===== src/rtl/devpull_pkg.sv =====
`timescale 1ns/1ps
package devpull_pkg;

    localparam int REG_W = 32;

    localparam logic [7:0] OFS_DEST   = 8'h00;
    localparam logic [7:0] OFS_COUNT  = 8'h04;
    localparam logic [7:0] OFS_CTRL   = 8'h08;
    localparam logic [7:0] OFS_REGION = 8'h84;

    // Decoded register-port actions handed to the sequencer
    typedef struct packed {
        logic start;
        logic stop;
        logic cnt_ld;
    } cmd_t;

    typedef enum logic [1:0] {
        ST_IDLE = 2'd0,
        ST_RUN  = 2'd1,
        ST_FIN  = 2'd2
    } xfer_state_t;

    function automatic logic hit(input logic [7:0] addr, input logic [7:0] ofs);
        return addr == ofs;
    endfunction

endpackage


===== src/rtl/devpull_regs.sv =====
`timescale 1ns/1ps
module devpull_regs
    import devpull_pkg::*;
#(
    parameter int ADDR_W   = 32,
    parameter int CNT_W    = 32,
    parameter int REGION_W = 2
) (
    input  logic                clk,
    input  logic                rst,
    input  logic                cfg_wr,
    input  logic [7:0]          cfg_addr,
    input  logic [REG_W-1:0]    cfg_wdata,
    input  logic                busy,
    input  logic [CNT_W-1:0]    remaining,
    output cmd_t                cmd,
    output logic [ADDR_W-1:0]   dest_q,
    output logic [REGION_W-1:0] region_q,
    output logic [REG_W-1:0]    cfg_rdata
);

    // Destination and region storage; destination frozen while running
    always_ff @(posedge clk) begin
        if (rst) begin
            dest_q   <= '0;
            region_q <= '0;
        end else if (cfg_wr) begin
            if (hit(cfg_addr, OFS_DEST) && !busy)
                dest_q <= cfg_wdata[ADDR_W-1:0];
            if (hit(cfg_addr, OFS_REGION))
                region_q <= cfg_wdata[REGION_W-1:0];
        end
    end

    always_comb begin
        cmd.start  = cfg_wr && hit(cfg_addr, OFS_CTRL) &&  cfg_wdata[0];
        cmd.stop   = cfg_wr && hit(cfg_addr, OFS_CTRL) && !cfg_wdata[0];
        cmd.cnt_ld = cfg_wr && hit(cfg_addr, OFS_COUNT);
    end

    // Read mux; region is write-only from the port's view
    always_comb begin
        unique case (cfg_addr)
            OFS_DEST:  cfg_rdata = REG_W'(dest_q);
            OFS_COUNT: cfg_rdata = REG_W'(remaining);
            OFS_CTRL:  cfg_rdata = REG_W'(busy);
            default:   cfg_rdata = '0;
        endcase
    end

    // destination cannot move while a transfer runs
    assert_dest_hold_R8: assert property (@(posedge clk) disable iff (rst)
        busy |=> $stable(dest_q));

endmodule


===== src/rtl/devpull_xfer.sv =====
`timescale 1ns/1ps
module devpull_xfer
    import devpull_pkg::*;
#(
    parameter int ADDR_W     = 32,
    parameter int CNT_W      = 32,
    parameter int REGION_W   = 2,
    parameter int UNIT_BYTES = 32
) (
    input  logic                     clk,
    input  logic                     rst,
    input  cmd_t                     cmd,
    input  logic [CNT_W-1:$clog2(UNIT_BYTES)] cnt_units,
    input  logic [REGION_W-1:0]      region_in,
    input  logic                     host_ack,
    output logic                     host_req,
    output logic                     busy,
    output logic                     accept,
    output logic                     done,
    output logic [CNT_W-1:0]         remaining,
    output logic [ADDR_W-1:0]        offset,
    output logic [REGION_W-1:0]      region_snap
);

    localparam int              SHIFT    = $clog2(UNIT_BYTES);
    localparam logic [CNT_W-1:0]  UNIT_C = CNT_W'(UNIT_BYTES);
    localparam logic [ADDR_W-1:0] UNIT_A = ADDR_W'(UNIT_BYTES);

    xfer_state_t state;
    logic        last_unit;

    assign busy      = (state == ST_RUN);
    assign done      = (state == ST_FIN);
    assign host_req  = busy && (remaining != '0);
    assign accept    = host_req && host_ack;
    assign last_unit = (remaining == UNIT_C);

    always_ff @(posedge clk) begin
        if (rst) begin
            state       <= ST_IDLE;
            remaining   <= '0;
            offset      <= '0;
            region_snap <= '0;
        end else begin
            unique case (state)
                ST_RUN: begin
                    if (accept) begin
                        remaining <= remaining - UNIT_C;
                        offset    <= offset + UNIT_A;
                    end
                    if (cmd.stop)
                        state <= ST_IDLE;
                    else if (accept && last_unit)
                        state <= ST_FIN;
                end
                default: begin
                    if (cmd.cnt_ld)
                        remaining <= {cnt_units, SHIFT'(0)};
                    if (cmd.start) begin
                        offset      <= '0;
                        region_snap <= region_in;
                        state       <= (remaining == '0) ? ST_FIN : ST_RUN;
                    end else begin
                        state <= ST_IDLE;
                    end
                end
            endcase
        end
    end

    // every accepted unit removes one unit from the count
    assert_count_step_R4: assert property (@(posedge clk) disable iff (rst)
        accept |=> remaining == $past(remaining) - UNIT_C);

    // request is gone after the final unit is taken
    assert_req_fall_R5: assert property (@(posedge clk) disable iff (rst)
        (accept && last_unit) |=> !host_req);

    // completion lasts one cycle unless a new start follows it
    assert_done_pulse_R6: assert property (@(posedge clk) disable iff (rst)
        done |=> (!done || $past(cmd.start)));

    // abort ends the request without a completion event
    assert_abort_quiet_R7: assert property (@(posedge clk) disable iff (rst)
        (busy && cmd.stop) |=> (!done && !host_req));

endmodule


===== src/rtl/devpull_wstage.sv =====
`timescale 1ns/1ps
module devpull_wstage #(
    parameter int ADDR_W   = 32,
    parameter int REGION_W = 2,
    parameter int DATA_W   = 256
) (
    input  logic                clk,
    input  logic                rst,
    input  logic                accept,
    input  logic [ADDR_W-1:0]   base,
    input  logic [ADDR_W-1:0]   offset,
    input  logic [REGION_W-1:0] region,
    input  logic [DATA_W-1:0]   data,
    output logic                mem_we,
    output logic [ADDR_W-1:0]   mem_addr,
    output logic [REGION_W-1:0] mem_region,
    output logic [DATA_W-1:0]   mem_data
);

    always_ff @(posedge clk) begin
        if (rst) begin
            mem_we     <= 1'b0;
            mem_addr   <= '0;
            mem_region <= '0;
            mem_data   <= '0;
        end else begin
            mem_we <= accept;
            if (accept) begin
                mem_addr   <= base + offset;
                mem_region <= region;
                mem_data   <= data;
            end
        end
    end

    // an accepted unit is written in the following cycle
    assert_write_follows_R4: assert property (@(posedge clk) disable iff (rst)
        accept |=> mem_we);

    // no write without an acceptance
    assert_no_stray_write_R10: assert property (@(posedge clk) disable iff (rst)
        !accept |=> !mem_we);

endmodule


===== src/rtl/devpull_dma.sv =====
`timescale 1ns/1ps
module devpull_dma
    import devpull_pkg::*;
#(
    parameter int ADDR_W     = 32,
    parameter int CNT_W      = 32,
    parameter int REGION_W   = 2,
    parameter int UNIT_BYTES = 32
) (
    input  logic                      clk,
    input  logic                      rst,
    input  logic                      cfg_wr,
    input  logic [7:0]                cfg_addr,
    input  logic [31:0]               cfg_wdata,
    output logic [31:0]               cfg_rdata,
    output logic                      host_req,
    input  logic                      host_ack,
    input  logic [UNIT_BYTES*8-1:0]   host_data,
    output logic                      mem_we,
    output logic [ADDR_W-1:0]         mem_addr,
    output logic [REGION_W-1:0]       mem_region,
    output logic [UNIT_BYTES*8-1:0]   mem_data,
    output logic                      xfer_done
);

    localparam int DATA_W = UNIT_BYTES * 8;
    localparam int SHIFT  = $clog2(UNIT_BYTES);

    cmd_t                cmd;
    logic                busy;
    logic                accept;
    logic [CNT_W-1:0]    remaining;
    logic [ADDR_W-1:0]   dest_q;
    logic [ADDR_W-1:0]   offset;
    logic [REGION_W-1:0] region_q;
    logic [REGION_W-1:0] region_snap;

    devpull_regs #(
        .ADDR_W   (ADDR_W),
        .CNT_W    (CNT_W),
        .REGION_W (REGION_W)
    ) u_regs (
        .clk       (clk),
        .rst       (rst),
        .cfg_wr    (cfg_wr),
        .cfg_addr  (cfg_addr),
        .cfg_wdata (cfg_wdata),
        .busy      (busy),
        .remaining (remaining),
        .cmd       (cmd),
        .dest_q    (dest_q),
        .region_q  (region_q),
        .cfg_rdata (cfg_rdata)
    );

    devpull_xfer #(
        .ADDR_W     (ADDR_W),
        .CNT_W      (CNT_W),
        .REGION_W   (REGION_W),
        .UNIT_BYTES (UNIT_BYTES)
    ) u_xfer (
        .clk         (clk),
        .rst         (rst),
        .cmd         (cmd),
        .cnt_units   (cfg_wdata[CNT_W-1:SHIFT]),
        .region_in   (region_q),
        .host_ack    (host_ack),
        .host_req    (host_req),
        .busy        (busy),
        .accept      (accept),
        .done        (xfer_done),
        .remaining   (remaining),
        .offset      (offset),
        .region_snap (region_snap)
    );

    devpull_wstage #(
        .ADDR_W   (ADDR_W),
        .REGION_W (REGION_W),
        .DATA_W   (DATA_W)
    ) u_wstage (
        .clk        (clk),
        .rst        (rst),
        .accept     (accept),
        .base       (dest_q),
        .offset     (offset),
        .region     (region_snap),
        .data       (host_data),
        .mem_we     (mem_we),
        .mem_addr   (mem_addr),
        .mem_region (mem_region),
        .mem_data   (mem_data)
    );

    // completion always coincides with the last memory write
    assert_done_with_write_R6: assert property (@(posedge clk) disable iff (rst)
        (xfer_done && $past(busy)) |-> mem_we);

endmodule


===== config.mk =====
export PLATFORM = sky130hd
export DESIGN_NAME = devpull_dma
export DESIGN_NICKNAME = d
export VERILOG_FILES = /design/src/rtl/devpull_pkg.sv /design/src/rtl/devpull_regs.sv /design/src/rtl/devpull_xfer.sv /design/src/rtl/devpull_wstage.sv /design/src/rtl/devpull_dma.sv
export SDC_FILE = /design/constraint.sdc
export NUM_CORES = 1
export LEC_CHECK = 0
export BUFFER_PORTS_ARGS = -buffer_cell sky130_fd_sc_hd__clkbuf_2
export CAP_MARGIN = 40
export CORE_AREA = 2 2 243 245
export CTS_CLUSTER_DIAMETER = 30
export CTS_CLUSTER_SIZE = 28
export DETAILED_ROUTE_END_ITERATION = 8
export DIE_AREA = 0 0 245 247
export GPL_ROUTABILITY_DRIVEN = 0
export PLACE_DENSITY = 0.6
export SKIP_CTS_REPAIR_TIMING = 1
export SLEW_MARGIN = 40
export SYNTH_ARGS = -nofsm -noshare
export SYNTH_HDL_FRONTEND = slang
export SYNTH_SLANG_ARGS = --single-unit

===== constraint.sdc =====
create_clock -name clk -period 7.4 [get_ports clk]
set_input_delay 0.74 -clock clk [delete_from_list [all_inputs] [get_ports clk]]
set_output_delay 0.74 -clock clk [all_outputs]
set_load 0.1 [all_outputs]

==> results.py, run 1 <==
metrics = {
    "placed_design": {
        "dp_hpwl_um": 41730,
        "io_buffers": 624,
    },
    "worst_setup_path": {
        "worstPathArrival_ns": 3.20,
        "critPathCaptureType": "primary output",
        "worstPathRequired_ns": 6.66,
        "r2r_start": "u_xfer.remaining[16]$_SDFFE_PP0P_",
        "ff2ff_path_depth": 7,
        "crit_type": "in2out",
        "reg2reg_setup_slack_ns": 3.83,
        "worstPathMaxFanout": 32,
        "r2r-end": "u_wstage.mem_addr[26]$_SDFFE_PP0P_",
        "cp-start-kind": "primary input",
    },
    "sta": {
        "holdWs_ns": 0.3366,
        "slew_violations": 0,
        "finalSetupTns_ns": 0,
        "setup_viol": 0,
        "final.setup_skew_ns": 0.01639,
        "tightestPinTransition_ns": 0.8562,
        "period_needed_ns": 3.936,
        "relSlewSlack_pct": 42.20,
        "rsz0062_at_grt": "false",
        "hold_violations": 0,
        "fin_crit_sh_pct": 53.19,
        "fmax_mhz": 254.1,
    },
    "power_and_ir_drop": {
        "fin_total_pwr_uw": 6692,
        "vdd.ir_drop.worst_uv": 217.5,
        "leakagePower_uw": 0.009708,
        "powerDensity_nw_per_um2": 289.1,
    },
    "run": {
        "maxCapViolCount": 0,
    },
    "cts": {
        "root_buffer": "clkbuf_16",
        "clock-sinks": 383,
        "htreeDepth": 3,
        "cts_tree": "built",
        "clk_latency_ns": 0.62,
        "path_clk_slew_ns": 0.05,
        "cts_made_buffers": 99,
        "max-clock-path-buffers": 3,
    },
    "routing": {
        "ant_nets": 0,
        "avgRoutedWirePerCell_um": 16.57,
        "drt-vias-per-instance": 4.672,
        "first_iter_violations": 1042,
        "drt-total-wl_um": 58170,
        "drc": 0,
        "first_pass_iters": 5,
        "num_vias": 16400,
    },
    "status": {
        "status": "complete, no violations",
    },
    "die": {
        "die_h_um": 247,
        "fp.dieArea_um2": 60520,
        "num_io_pins": 625,
        "die_x_um": 245,
        "fp-row-count": 89,
        "initial_core_util_pct": 27.19,
        "core-area_um2": 58240,
    },
    "layout": {
        "nets": 2978,
        "layout-drive-gt1-share_pct": 30.35,
        "area_growth_pct": 46.15,
        "nFillCells": 5977,
    },
    "logic_synthesis": {
        "synth-edff-count": 0,
        "synth_area_um2": 15840,
        "synth_ff_type": "dfxtp_1",
        "syn-num-nets": 2380,
        "yosysWarnings": 0,
        "async_flop_share_pct": 0,
        "synth_seq_cells": 383,
        "synth_cell_type_count": 64,
        "synth.avg_cell_area_um2": 7.722,
        "netlist_instances": 2051,
        "yosysSeqAreaShare_pct": 48.41,
    },
    "grt": {
        "grt_max_degree": 174,
        "grt_pass1_vias": 14790,
        "grt.total_usage_pct": 17.93,
        "grt_pass1_wl_um": 85270,
        "overflow": 0,
        "antenna_found_initial": 6,
    },
    "hold_path": {
        "hold_depth": 3,
        "min_to": "u_wstage.mem_data[135]$_SDFFE_PP0P_",
        "min_from": "host_data[135]",
        "hp-class": "in2reg",
    },
}
-- layer usage --
metal,track usage (%),up-vias,part of all wire (%)
met5,0,-,0.088
met4,8.662,8,3.8
met3,5.893,128,9.0
met2,26.41,662,44
met1,23.48,7436,43
li1,-,8163,-
-- stage by stage --
step                      setup slack, ns  cells  util [%]  area [um2]
after floorplan                     3.564   2051         -       15840
after global placement              3.117   3320     33.54       19530
after detailed placement            3.433   3320     33.57       19550
after CTS                           3.466   3507     39.70       23120
after global routing                3.386   3510     39.74       23150
final                               3.464   3510     39.74       23150
-- state kept, by name (all words and copies together), names as in the netlist --
name and flops:
u_wstage.mem_we 1, u_wstage.mem_addr 32, u_xfer.remaining 27, u_regs.region_q 2
u_xfer.state 2, u_regs.dest_q 32, u_wstage.mem_data 256, u_wstage.mem_region 2
u_xfer.region_snap 2, u_xfer.offset 27
-- cells by family after synthesis --
family	count (synthesis)	share of synthesized area (%)
mux	7	0.4424
fa+ha+maj	29	2.291
flops	383	48.41
buf+inv	157	3.776
other cells	1	0.02368
xor+xnor	35	1.936
compound gates	533	19.05
simple gates	906	24.07
-- cell usage in the layout, fill, tap and decap left out, types with 7 or more instances in the layout --
| cell | count |
|---|---|
| clkbuf_2 | 623 |
| bufinv_16 | 13 |
| clkbuf_1 | 17 |
| a31oi_1 | 12 |
| xnor2_1 | 21 |
| buf_4 | 8 |
| a21o_1 | 10 |
| clkinvlp_4 | 10 |
| nor3_1 | 17 |
| mux2i_1 | 7 |
| a211oi_1 | 13 |
| clkbuf_8 | 22 |
| nand4_1 | 7 |
| nor2b_1 | 7 |
| clkinv_2 | 18 |
| nand2_1 | 691 |
| dfxtp_1 | 383 |
| nand3_1 | 35 |
| xor2_1 | 14 |
| ha_1 | 29 |
| and2_1 | 9 |
| inv_1 | 16 |
| or3_1 | 12 |
| nand3b_1 | 7 |
| a22oi_1 | 9 |
| a21oi_1 | 371 |
| o21ai_0 | 50 |
| nor2_1 | 72 |
| a22o_1 | 28 |
| clkbuf_16 | 101 |
-- cell usage after synthesis (all sizes together), types with 12 or more instances --
cell,instances,area [um2]
dfxtp,383,7667
nor3,19,106.4
nor2,73,274.0
nand2,692,2597
clkbuf,135,506.7
xnor2,21,183.9
a211oi,13,97.59
a21oi,372,1873
xor2,14,122.6
ha,29,362.9
a31oi,12,75.07
a22o,28,245.2
or3,12,75.07
nand3,35,175.2
inv,16,60.06
o21ai,50,250.2
-- worst max-delay path: stages --
cell and delay (ns):
clkbuf_2 0.09, or4_4 0.53, or4_4 0.49, nor2_4 0.60
a22o_1 0.27, clkbuf_2 0.47
-- where the power goes --
group / internal (uW) / total (uW) / switching, uW
clock: 3160 / 4480 / 1320
combinational: 65.8 / 140 / 74.2
sequential: 2070 / 2070 / 0.876
-- how the worst max path moves through the flow --
stage                start                              to  slack (ns)
5_1_grt        cfg_addr[0]                   cfg_rdata[27]        3.39
3_5_place_dp   cfg_addr[0]  u_xfer.offset[27]$_SDFFE_PP0P_        3.43
2_1_floorplan  cfg_addr[0]                   cfg_rdata[11]        3.56
3_3_place_gp   cfg_addr[0]                   cfg_rdata[27]        3.12
6_report       cfg_addr[0]                   cfg_rdata[27]        3.46
4_1_cts        cfg_addr[0]                   cfg_rdata[27]        3.47
-- final cells by class --
type	count	area, um2	area share, %
clock buffers	140	2894	12.50
repair buffers	638	3278	14.16
clock inverters	47	670.6	2.897
inverters	16	60.06	0.2595
flip-flops and latches	383	7667	33.12
multi-input cells	1511	7605	32.85
diodes	2	5.005	0.02162
well taps	773	967.2	4.178
Note: power is estimated with default switching activity, not from simulation.
==> inputs of run 2 (changes only) <==
--- a/config.mk
+++ b/config.mk
@@ -7,13 +7,13 @@
 export LEC_CHECK = 0
 export BUFFER_PORTS_ARGS = -buffer_cell sky130_fd_sc_hd__clkbuf_2
 export CAP_MARGIN = 40
-export CORE_AREA = 2 2 243 245
+export CORE_AREA = 2 2 244 246
 export CTS_CLUSTER_DIAMETER = 30
 export CTS_CLUSTER_SIZE = 28
 export DETAILED_ROUTE_END_ITERATION = 8
-export DIE_AREA = 0 0 245 247
+export DIE_AREA = 0 0 246 248
 export GPL_ROUTABILITY_DRIVEN = 0
-export PLACE_DENSITY = 0.6
+export PLACE_DENSITY = 0.62
 export SKIP_CTS_REPAIR_TIMING = 1
 export SLEW_MARGIN = 40
 export SYNTH_ARGS = -nofsm -noshare
==> constraint.sdc (replaced) <==
create_clock -name clk -period 3.18 [get_ports clk]
set_input_delay 0.318 -clock clk [delete_from_list [all_inputs] [get_ports clk]]
set_output_delay 0.318 -clock clk [all_outputs]
set_load 0.1 [all_outputs]
==> run 2 against run 1 <==
  * Sequential power rose by 130%
  * Non-clock buffer count grew 299
  * Final cell count increased by 8.0%
  * Worst setup slack worse by 3.2 ns
==> results.py, run 2 (synthesized netlist as in run 1, its figures left out) <==
metrics = {
    "status": {
        "status": "complete, no violations",
    },
    "die": {
        "core-area_um2": 58460,
        "die_x_um": 246,
        "initial_core_util_pct": 27.09,
        "num_io_pins": 625,
        "fp-row-count": 89,
        "fp.dieArea_um2": 61010,
        "die_h_um": 248,
    },
    "cts": {
        "clock-sinks": 383,
        "max-clock-path-buffers": 3,
        "path_clk_slew_ns": 0.04,
        "cts_made_buffers": 92,
        "root_buffer": "clkbuf_16",
        "clk_latency_ns": 0.62,
        "htreeDepth": 3,
        "cts_tree": "built",
    },
    "placed_design": {
        "placed_cell_area_um2": 20080,
        "dp.cells": 3345,
        "io_buffers": 624,
        "dp_hpwl_um": 39750,
        "dp_slack_ns": 0.1201,
    },
    "grt": {
        "overflow": 0,
        "grt_pass1_vias": 15270,
        "antenna_found_initial": 0,
        "grt_pass1_wl_um": 83680,
        "grt_max_degree": 128,
        "grt.total_usage_pct": 17.25,
    },
    "worst_setup_path": {
        "ff2ff_path_depth": 10,
        "crit_slowest_cell": "o21ai_0",
        "worstPathArrival_ns": 3.40,
        "worstPathMaxFanout": 5,
        "crit_family": "compound AO/OA/AOI/OAI gates",
        "worstPathRequired_ns": 3.67,
        "slowest_delay_ns": 0.46,
        "cp_cell_sequence": "ha_1 -> a21oi_1 -> buf_4 -> o211ai_1 -> and3_1 -> o21ai_0 -> nand3_1 -> a21boi_0 -> nor4_1 -> a211o_1",
        "crit_type": "reg2reg",
        "reg2reg_setup_slack_ns": 0.27,
        "critPathCaptureType": "flop",
        "path_buf_inv": 1,
        "r2r_start": "u_xfer.offset[6]$_SDFFE_PP0P_",
        "r2r-end": "u_wstage.mem_addr[26]$_SDFFE_PP0P_",
        "cp-start-kind": "flop",
    },
    "sta": {
        "fmax_mhz": 343.5,
        "period_needed_ns": 2.911,
        "fin_crit_sh_pct": 91.54,
        "finalSetupTns_ns": 0,
        "setup_ws_ns": 0.2692,
        "tightestPinTransition_ns": 0.7735,
        "rsz0062_at_grt": "false",
        "holdWs_ns": 0.007577,
        "slew_violations": 0,
        "setup_viol": 0,
        "hold_violations": 0,
        "relSlewSlack_pct": 48.43,
        "final.setup_skew_ns": 0.02964,
    },
    "power_and_ir_drop": {
        "p_clk_share_pct": 64.5,
        "vdd.ir_drop.worst_uv": 598.0,
        "p_sw_uw": 3169,
        "power_frac_seq_pct": 31.3,
        "switching_share_pct": 20.61,
        "leakagePower_uw": 0.01095,
        "powerDensity_nw_per_um2": 587.9,
        "intPower_uw": 12210,
        "combPwrFrac_pct": 4.1,
    },
    "layout": {
        "nets": 3270,
        "largestRegisters": "u_wstage.mem_data (256), u_regs.dest_q (32), u_wstage.mem_addr (32)",
        "top_register": "u_wstage.mem_data",
        "final_cell_count_no_fill": 3790,
        "layout_common_cells": "nand2_1 (691), clkbuf_2 (596), dfxtp_1 (383)",
        "nFillCells": 5482,
        "layout-drive-gt1-share_pct": 27.78,
        "area_growth_pct": 65.15,
        "multiInputGateArea_um2": 7595,
        "seqCellArea_um2": 7667,
        "final_cell_area_um2": 26160,
        "layout_commonest_cell": "nand2_1",
        "antenna_cells": 0,
        "largest_reg_flops": 256,
    },
    "routing": {
        "first_pass_iters": 8,
        "ant_nets": 0,
        "first_iter_violations": 1179,
        "num_vias": 17940,
        "drt-met1-wl_um": 25200,
        "top_layer_used": "met4",
        "met2WireLength_um": 29620,
        "wl_met3_um": 4353,
        "avgRoutedWirePerCell_um": 16.27,
        "drc": 0,
        "drt-vias-per-instance": 4.733,
        "drt-total-wl_um": 61660,
    },
    "hold_path": {
        "min_to": "u_wstage.mem_data[110]$_SDFFE_PP0P_",
        "hold_depth": 3,
        "min_from": "host_data[110]",
        "hp-class": "in2reg",
    },
    "run": {
        "maxCapViolCount": 0,
    },
}
[run 2: per-layer routing]
layer | vias up | track usage, %
met4 | 0 | 8.592
met1 | 8293 | 21.70
met3 | 162 | 4.390
li1 | 8761 | -
met5 | - | 0
met2 | 723 | 27.35
[run 2: layout make-up]
class / count / share of cell area (%)
clock buffer: 127 / 10.04
tap: 773 / 3.698
timing repair buffer: 937 / 25.07
multi-input combinational: 1511 / 29.04
inverter: 16 / 0.2296
sequential: 383 / 29.31
clock inverter: 43 / 2.621
[run 2: worst max path at each step]
stage	from	to	slack (ns)	cells past startpoint
floorplan	u_xfer.remaining[16]$_SDFFE_PP0P_	u_wstage.mem_addr[15]$_SDFFE_PP0P_	0.03	9
global placement	cfg_addr[0]	u_xfer.offset[30]$_SDFFE_PP0P_	0.15	9
detailed placement	cfg_addr[0]	u_xfer.offset[28]$_SDFFE_PP0P_	0.12	9
CTS	u_xfer.remaining[16]$_SDFFE_PP0P_	host_req	0.27	4
global route	u_xfer.offset[6]$_SDFFE_PP0P_	u_wstage.mem_addr[26]$_SDFFE_PP0P_	0.07	10
finish	u_xfer.offset[6]$_SDFFE_PP0P_	u_wstage.mem_addr[26]$_SDFFE_PP0P_	0.27	10
[run 2: power by group through the flow]
stage                     Sequential (uW)  Combinational [uW]  Clock [uW]
after floorplan                      4910                98.8           0
after global placement               4910                 331           0
after detailed placement             4910                 330           0
after CTS                            4820                 333       10100
after global routing                 4810                 671       10400
final                                4820                 631        9930
[run 2: per-stage QoR]
stage          power (uW)  util, %
2_1_floorplan        5005        -
3_3_place_gp         5237    34.34
3_5_place_dp         5236    34.34
4_1_cts             15230    40.00
5_1_grt             15840    44.74
6_report            15380    44.74
[run 2: tightest hold or removal path: stages]
cell,delay [ns]
clkbuf_2,0.10
nand2_1,0.09
a21oi_1,0.06
